**config.mk**
```make
export PLATFORM = sky130hd
export DESIGN_NAME = slot_iowin_decoder
export DESIGN_NICKNAME = d
export VERILOG_FILES = /design/src/rtl/iowin_pkg.sv /design/src/rtl/iowin_regs.sv /design/src/rtl/iowin_match.sv /design/src/rtl/iowin_prio.sv /design/src/rtl/slot_iowin_decoder.sv
export SDC_FILE = /design/constraint.sdc
export NUM_CORES = 1
export LEC_CHECK = 0
export BUFFER_PORTS_ARGS = -buffer_cell sky130_fd_sc_hd__buf_2
export CELL_PAD_IN_SITES_DETAIL_PLACEMENT = 1
export CELL_PAD_IN_SITES_GLOBAL_PLACEMENT = 2
export CORE_UTILIZATION = 33
export CTS_BUF_LIST = sky130_fd_sc_hd__clkbuf_4
export CTS_CLUSTER_SIZE = 40
export DETAILED_ROUTE_END_ITERATION = 8
export PLACE_DENSITY = 0.77
export RECOVER_POWER = 50
export SLEW_MARGIN = 15
export SYNTH_ARGS = -nofsm -noshare
export SYNTH_HDL_FRONTEND = slang
export SYNTH_SLANG_ARGS = --single-unit
```
**constraint.sdc**
```tcl
create_clock -name clk -period 3.8 [get_ports clk]
set_clock_uncertainty 0.2 [all_clocks]
set_input_delay 0.38 -clock clk [delete_from_list [all_inputs] [get_ports clk]]
set_output_delay 0.38 -clock clk [all_outputs]
set_load 0.01 [all_outputs]
```
**src/rtl/iowin_pkg.sv**
```systemverilog
package iowin_pkg;
  localparam int REG_W       = 8;
  localparam int IDX_ID      = 8'h00;
  localparam int IDX_CTRL    = 8'h03;
  localparam int IDX_EN      = 8'h06;
  localparam int IDX_WINBASE = 8'h08;
  localparam int EN_LSB      = 6;
  localparam int TYPE_BIT    = 5;
  localparam logic [REG_W-1:0] ID_VALUE = 8'h83;
endpackage

```
**src/rtl/iowin_regs.sv**
```systemverilog
module iowin_regs
  import iowin_pkg::*;
#(
  parameter int ADDR_W  = 16,
  parameter int NUM_WIN = 2
) (
  input  logic                           clk,
  input  logic                           rst,
  input  logic                           reg_sel,
  input  logic                           reg_wr,
  input  logic                           reg_rd,
  input  logic [REG_W-1:0]               reg_wdata,
  output logic [REG_W-1:0]               reg_rdata,
  output logic                           card_is_io,
  output logic [NUM_WIN-1:0]             win_en,
  output logic [NUM_WIN-1:0][ADDR_W-1:0] win_start,
  output logic [NUM_WIN-1:0][ADDR_W-1:0] win_stop
);
  localparam int AB     = ADDR_W / REG_W;
  localparam int STRIDE = 2 * AB;

  logic [REG_W-1:0] index_q;
  logic [REG_W-1:0] ctrl_q;
  logic [NUM_WIN-1:0] en_q;
  logic [REG_W-1:0] lim_q [NUM_WIN][STRIDE];
  logic [REG_W-1:0] rd_val;
  logic data_wr;

  assign data_wr = reg_wr && reg_sel;

  always_ff @(posedge clk) begin
    if (rst) begin
      index_q <= '0;
      ctrl_q  <= '0;
      en_q    <= '0;
    end else begin
      if (reg_wr && !reg_sel) index_q <= reg_wdata;
      if (data_wr && index_q == REG_W'(IDX_CTRL)) ctrl_q <= reg_wdata;
      if (data_wr && index_q == REG_W'(IDX_EN)) en_q <= reg_wdata[EN_LSB +: NUM_WIN];
    end
  end

  for (genvar w = 0; w < NUM_WIN; w++) begin : g_win
    for (genvar j = 0; j < STRIDE; j++) begin : g_byte
      localparam logic [REG_W-1:0] MY_IDX = REG_W'(IDX_WINBASE + w * STRIDE + j);
      always_ff @(posedge clk) begin
        if (rst) lim_q[w][j] <= '0;
        else if (data_wr && index_q == MY_IDX) lim_q[w][j] <= reg_wdata;
      end
    end
    always_comb begin
      for (int j = 0; j < AB; j++) begin
        win_start[w][REG_W*j +: REG_W] = lim_q[w][j];
        win_stop[w][REG_W*j +: REG_W]  = lim_q[w][AB + j];
      end
    end
  end

  always_comb begin
    rd_val = '0;
    if (index_q == REG_W'(IDX_ID))   rd_val = ID_VALUE;
    if (index_q == REG_W'(IDX_CTRL)) rd_val = ctrl_q;
    if (index_q == REG_W'(IDX_EN))   rd_val[EN_LSB +: NUM_WIN] = en_q;
    for (int w = 0; w < NUM_WIN; w++)
      for (int j = 0; j < STRIDE; j++)
        if (index_q == REG_W'(IDX_WINBASE + w * STRIDE + j)) rd_val = lim_q[w][j];
  end

  always_ff @(posedge clk) begin
    if (rst) reg_rdata <= '0;
    else if (reg_rd) reg_rdata <= reg_sel ? rd_val : index_q;
  end

  assign card_is_io = ctrl_q[TYPE_BIT];
  assign win_en     = en_q;

  // identity register read always yields the fixed value
  a_r3_id_read: assert property (@(posedge clk) disable iff (rst)
    (reg_rd && reg_sel && index_q == REG_W'(IDX_ID)) |=> reg_rdata == ID_VALUE);

  // index port read reflects the latched index
  a_r1_index_read: assert property (@(posedge clk) disable iff (rst)
    (reg_rd && !reg_sel && !reg_wr) |=> reg_rdata == $past(index_q));
endmodule

```
**src/rtl/iowin_match.sv**
```systemverilog
module iowin_match #(
  parameter int ADDR_W = 16
) (
  input  logic              en,
  input  logic [ADDR_W-1:0] addr,
  input  logic [ADDR_W-1:0] lo,
  input  logic [ADDR_W-1:0] hi,
  output logic              hit
);
  logic above_lo, below_hi;
  assign above_lo = addr >= lo;
  assign below_hi = addr <= hi;
  assign hit      = en && above_lo && below_hi;
endmodule

```
**src/rtl/iowin_prio.sv**
```systemverilog
module iowin_prio #(
  parameter int NUM_WIN = 2
) (
  input  logic [NUM_WIN-1:0] raw,
  output logic [NUM_WIN-1:0] sel
);
  always_comb begin
    sel = '0;
    for (int w = NUM_WIN - 1; w >= 0; w--)
      if (raw[w]) sel = NUM_WIN'(1) << w;
  end
endmodule

```
**src/rtl/slot_iowin_decoder.sv**
```systemverilog
module slot_iowin_decoder
  import iowin_pkg::*;
#(
  parameter int ADDR_W  = 16,
  parameter int NUM_WIN = 2
) (
  input  logic               clk,
  input  logic               rst,
  input  logic               reg_sel,
  input  logic               reg_wr,
  input  logic               reg_rd,
  input  logic [7:0]         reg_wdata,
  output logic [7:0]         reg_rdata,
  input  logic               io_cycle,
  input  logic [ADDR_W-1:0]  io_addr,
  output logic [NUM_WIN-1:0] win_hit,
  output logic               card_is_io
);
  logic [NUM_WIN-1:0]             win_en;
  logic [NUM_WIN-1:0][ADDR_W-1:0] win_start;
  logic [NUM_WIN-1:0][ADDR_W-1:0] win_stop;
  logic [NUM_WIN-1:0]             raw_hit;
  logic [NUM_WIN-1:0]             pick;

  iowin_regs #(.ADDR_W(ADDR_W), .NUM_WIN(NUM_WIN)) i_regs (
    .clk(clk), .rst(rst), .reg_sel(reg_sel), .reg_wr(reg_wr), .reg_rd(reg_rd),
    .reg_wdata(reg_wdata), .reg_rdata(reg_rdata), .card_is_io(card_is_io),
    .win_en(win_en), .win_start(win_start), .win_stop(win_stop)
  );

  for (genvar w = 0; w < NUM_WIN; w++) begin : g_cmp
    iowin_match #(.ADDR_W(ADDR_W)) i_match (
      .en(win_en[w]), .addr(io_addr), .lo(win_start[w]), .hi(win_stop[w]),
      .hit(raw_hit[w])
    );

    // a hit is only possible when the window was well formed
    a_r7_ordered: assert property (@(posedge clk) disable iff (rst)
      win_hit[w] |-> $past(win_start[w] <= win_stop[w]));

    // a hit requires the window to have been enabled
    a_r8_enabled: assert property (@(posedge clk) disable iff (rst)
      win_hit[w] |-> $past(win_en[w]));
  end

  iowin_prio #(.NUM_WIN(NUM_WIN)) i_prio (.raw(raw_hit), .sel(pick));

  always_ff @(posedge clk) begin
    if (rst) win_hit <= '0;
    else     win_hit <= io_cycle ? pick : '0;
  end

  // the output is never more than one window
  a_r9_onehot: assert property (@(posedge clk) disable iff (rst)
    $onehot0(win_hit));

  // window 1 is reported only when window 0 did not match
  a_r9_priority: assert property (@(posedge clk) disable iff (rst)
    win_hit[1] |-> !$past(raw_hit[0]));

  // a hit follows an active host cycle
  a_r10_needs_cycle: assert property (@(posedge clk) disable iff (rst)
    (win_hit != '0) |-> $past(io_cycle));
endmodule

```
==> impl_metrics.env <==
export IMPL_clock_path_buffers=2
export IMPL_powerDensity_mw_per_mm2=300
export IMPL_relSlewSlack_pct=26.3
export IMPL_fin_crit_sh_pct=77.9
export IMPL_slew_viol_final=0
export IMPL_synth_cell_types=58
export IMPL_crit_fanout=20
export IMPL_stdcell_area_mm2=0.00647
export IMPL_io_pins=41
export IMPL_clock_sinks=92
export IMPL_rows=48
export IMPL_drive_above_1_share_pct=8.52
export IMPL_wl_per_cell_um=22.2
export IMPL_ys_flop_type="edfxtp_1"
export IMPL_start_kind="register"
export IMPL_cts_tree="built"
export IMPL_cts_hold_buf=1
export IMPL_post_synth_instance_area_mm2=0.00597
export IMPL_yosys_area_top_type="edfxtp_1"
export IMPL_hold_class="input pin to register"
export IMPL_end_kind="register"
export IMPL_synth_top_area_share_pct=32.2
export IMPL_timing_rr_start="i_regs.index_q[3]"
export IMPL_setup_violations=0
export IMPL_ys_seq_area_share_pct=41.6
export IMPL_ant_nets=0
export IMPL_cp_arrival_ns=2.89
export IMPL_synth_area_leaders="edfxtp_1 (32%), ha_1 (13%), dfxtp_1 (9.4%)"
export IMPL_remaining_drc_errors=0
export IMPL_numPortBuffers=40
export IMPL_nNetsFinal=770
export IMPL_finalHoldViolations=0
export IMPL_grt_pass1_vias=5327
export IMPL_fmax_mhz=338
export IMPL_gp_congestion=0.862
export IMPL_report_power_total_mw=1.94
export IMPL_dieArea_mm2=0.0186
export IMPL_grt_start_max_net_pins=34
export IMPL_die_h_um=136
export IMPL_avgSynthCellArea_um2=9.25
export IMPL_setup_tns_final_ns=0
export IMPL_leakage_nw=2.52
export IMPL_cts_made_buffers=9
export IMPL_h_tree_depth=3
export IMPL_synthCells=645
export IMPL_antenna_found_initial=1
export IMPL_rsz0062_at_grt="false"
export IMPL_clkLatencyLatePin_ns=0.47
export IMPL_cts_setup_buffers=0
export IMPL_first_iter_violations=339
export IMPL_syn_nets=739
export IMPL_max_cap_violations=0
export IMPL_r2r_slack_ns=0.84
export IMPL_reg2reg_to="i_regs.lim_q[1][15]"
export IMPL_core_area_mm2=0.0175
export IMPL_crit_required_ns=3.73
export IMPL_clk_pin_slew_worst_paths_ns=0.13
export IMPL_tightest_slew_ns=1.10
export IMPL_synth_edff_count=64
export IMPL_crit_type="register to register"
export IMPL_ys_async_sr_fraction_pct=0
export IMPL_vias=4887
export IMPL_place_area_mm2=0.00637
export IMPL_wirelength_mm=20.2
export IMPL_grt_overflow=0
export IMPL_endpoint="i_regs.lim_q[1][15]"
export IMPL_critPathLaunch="i_regs.index_q[3]"
export IMPL_hold_ws_ns=0.105
export IMPL_vias_per_cell=5.39
export IMPL_dieWidth_um=136
export IMPL_area_growth_pct=8.49
export IMPL_status="complete, no violations"
export IMPL_grt_usage_pct=23.1
export IMPL_ys_ff_latch=92
export IMPL_grt_pass1_wl_mm=30.6
export IMPL_start_util_pct=34.1
export IMPL_vdd_drop_max_mv=0.146
export IMPL_ys_warn_count=0
export IMPL_rr_worst_depth=5
export IMPL_root_buffer="clkbuf_4"
export IMPL_hpwl_mm=16.1
export IMPL_cts_resized=0
export IMPL_min_period_ns=2.96
export IMPL_first_pass_iters=4
-- placed cells by master, fill, tap and decap left out, types with 10 or more instances in the layout --
| cell | count |
|---|---|
| o22ai_1 | 10 |
| a21oi_1 | 47 |
| clkbuf_4 | 11 |
| dfxtp_1 | 28 |
| ha_1 | 64 |
| and2_1 | 51 |
| inv_1 | 67 |
| nor3_1 | 10 |
| nor2_1 | 31 |
| nand2_1 | 74 |
| and2_0 | 14 |
| buf_2 | 28 |
| nand3_1 | 10 |
| clkbuf_1 | 13 |
| o21ai_0 | 32 |
| edfxtp_1 | 64 |
-- where the power goes --
group	switching, mW	internal (mW)	leakage [nW]	total [mW]
Sequential	0.0346	1.10	0.889	1.14
Combinational	0.213	0.113	1.57	0.326
Clock	0.337	0.145	0.0581	0.482
Total	0.585	1.36	2.52	1.94
-- metrics by stage --
| stage | instances | setup WS (ns) | utilization [%] |
|---|---|---|---|
| 3_5_place_dp | 889 | 1.01 | 36.5 |
| 2_1_floorplan | 645 | 1.10 | - |
| 3_3_place_gp | 889 | 1.06 | 36.5 |
| 6_report | 907 | 0.839 | 37.0 |
| 4_1_cts | 906 | 0.985 | 37.2 |
| 5_1_grt | 907 | 0.670 | 37.0 |
-- per-layer routing --
metal	GRT usage [%]	up-vias	share of wire [%]	wire (µm)
li1	-	2367	-	-
met1	28.5	2387	44	8880
met2	39.5	103	48	9760
met3	3.43	30	4.0	815
met4	10.3	0	3.6	720
met5	0	-	0	0
-- worst max-delay path, stage by stage, from the launching register on --
cell and delay [ns]:
dfxtp_1 0.74, inv_1 0.36, nor3_4 0.49, nand3_1 0.23
o21ai_0 0.24, clkbuf_1 0.37
-- worst min path at each step --
stage	cells past startpoint	start	endpoint	slack [ns]
6_report	3	reg_wdata[0]	i_regs.index_q[0]	0.10
5_1_grt	3	reg_wdata[0]	i_regs.index_q[0]	0.1
4_1_cts	3	reg_wdata[5]	i_regs.index_q[5]	0.09
3_5_place_dp	2	i_regs.ctrl_q[1]	i_regs.ctrl_q[1]	0.27
3_3_place_gp	2	i_regs.ctrl_q[1]	i_regs.ctrl_q[1]	0.24
2_1_floorplan	2	i_regs.ctrl_q[2]	i_regs.ctrl_q[2]	0.23
-- sequential cells by signal (all words and copies together), names as in the netlist --
name / count
i_regs.index_q: 8
i_regs.ctrl_q: 8
i_regs.lim_q: 64
i_regs.reg_rdata: 8
win_hit: 2
i_regs.win_en: 2
-- cells in the mapped netlist (7+ instances only) --
cell type  count
a211oi_1       8
a21o_1         7
a21oi_1       47
and2_1        65
buf_2          7
clkbuf_1      13
dfxtp_1       28
edfxtp_1      64
ha_1          64
inv_1         67
nand2_1       74
nand3_1       10
nand4_1        8
nor2_1        31
nor3_1         9
o21ai_0       32
o22ai_1       10
-- logic make-up (layout without fill, tap and decap cells) --
logic type      Yosys count  in the layout  share of synthesized area (%)
compound gates          154            154                           16.6
fa+ha+maj                64             64                           13.4
buf+inv                  96            132                           6.38
flops                    92             92                           41.6
mux                       9              9                           1.76
other cells               0              1                              0
simple gates            230            230                           20.3
-- area by class of cell --
cell class	count	area [µm²]
Sequential cell	92	2480
Clock inverter	5	28.8
Inverter	68	255
Tap cell	225	282
Clock buffer	11	82.6
Antenna cell	1	2.50
Fill cell	2039	11000
Timing Repair Buffer	48	241
Multi-Input combinational cell	457	3100
Note: power is estimated with default switching activity, not from simulation.
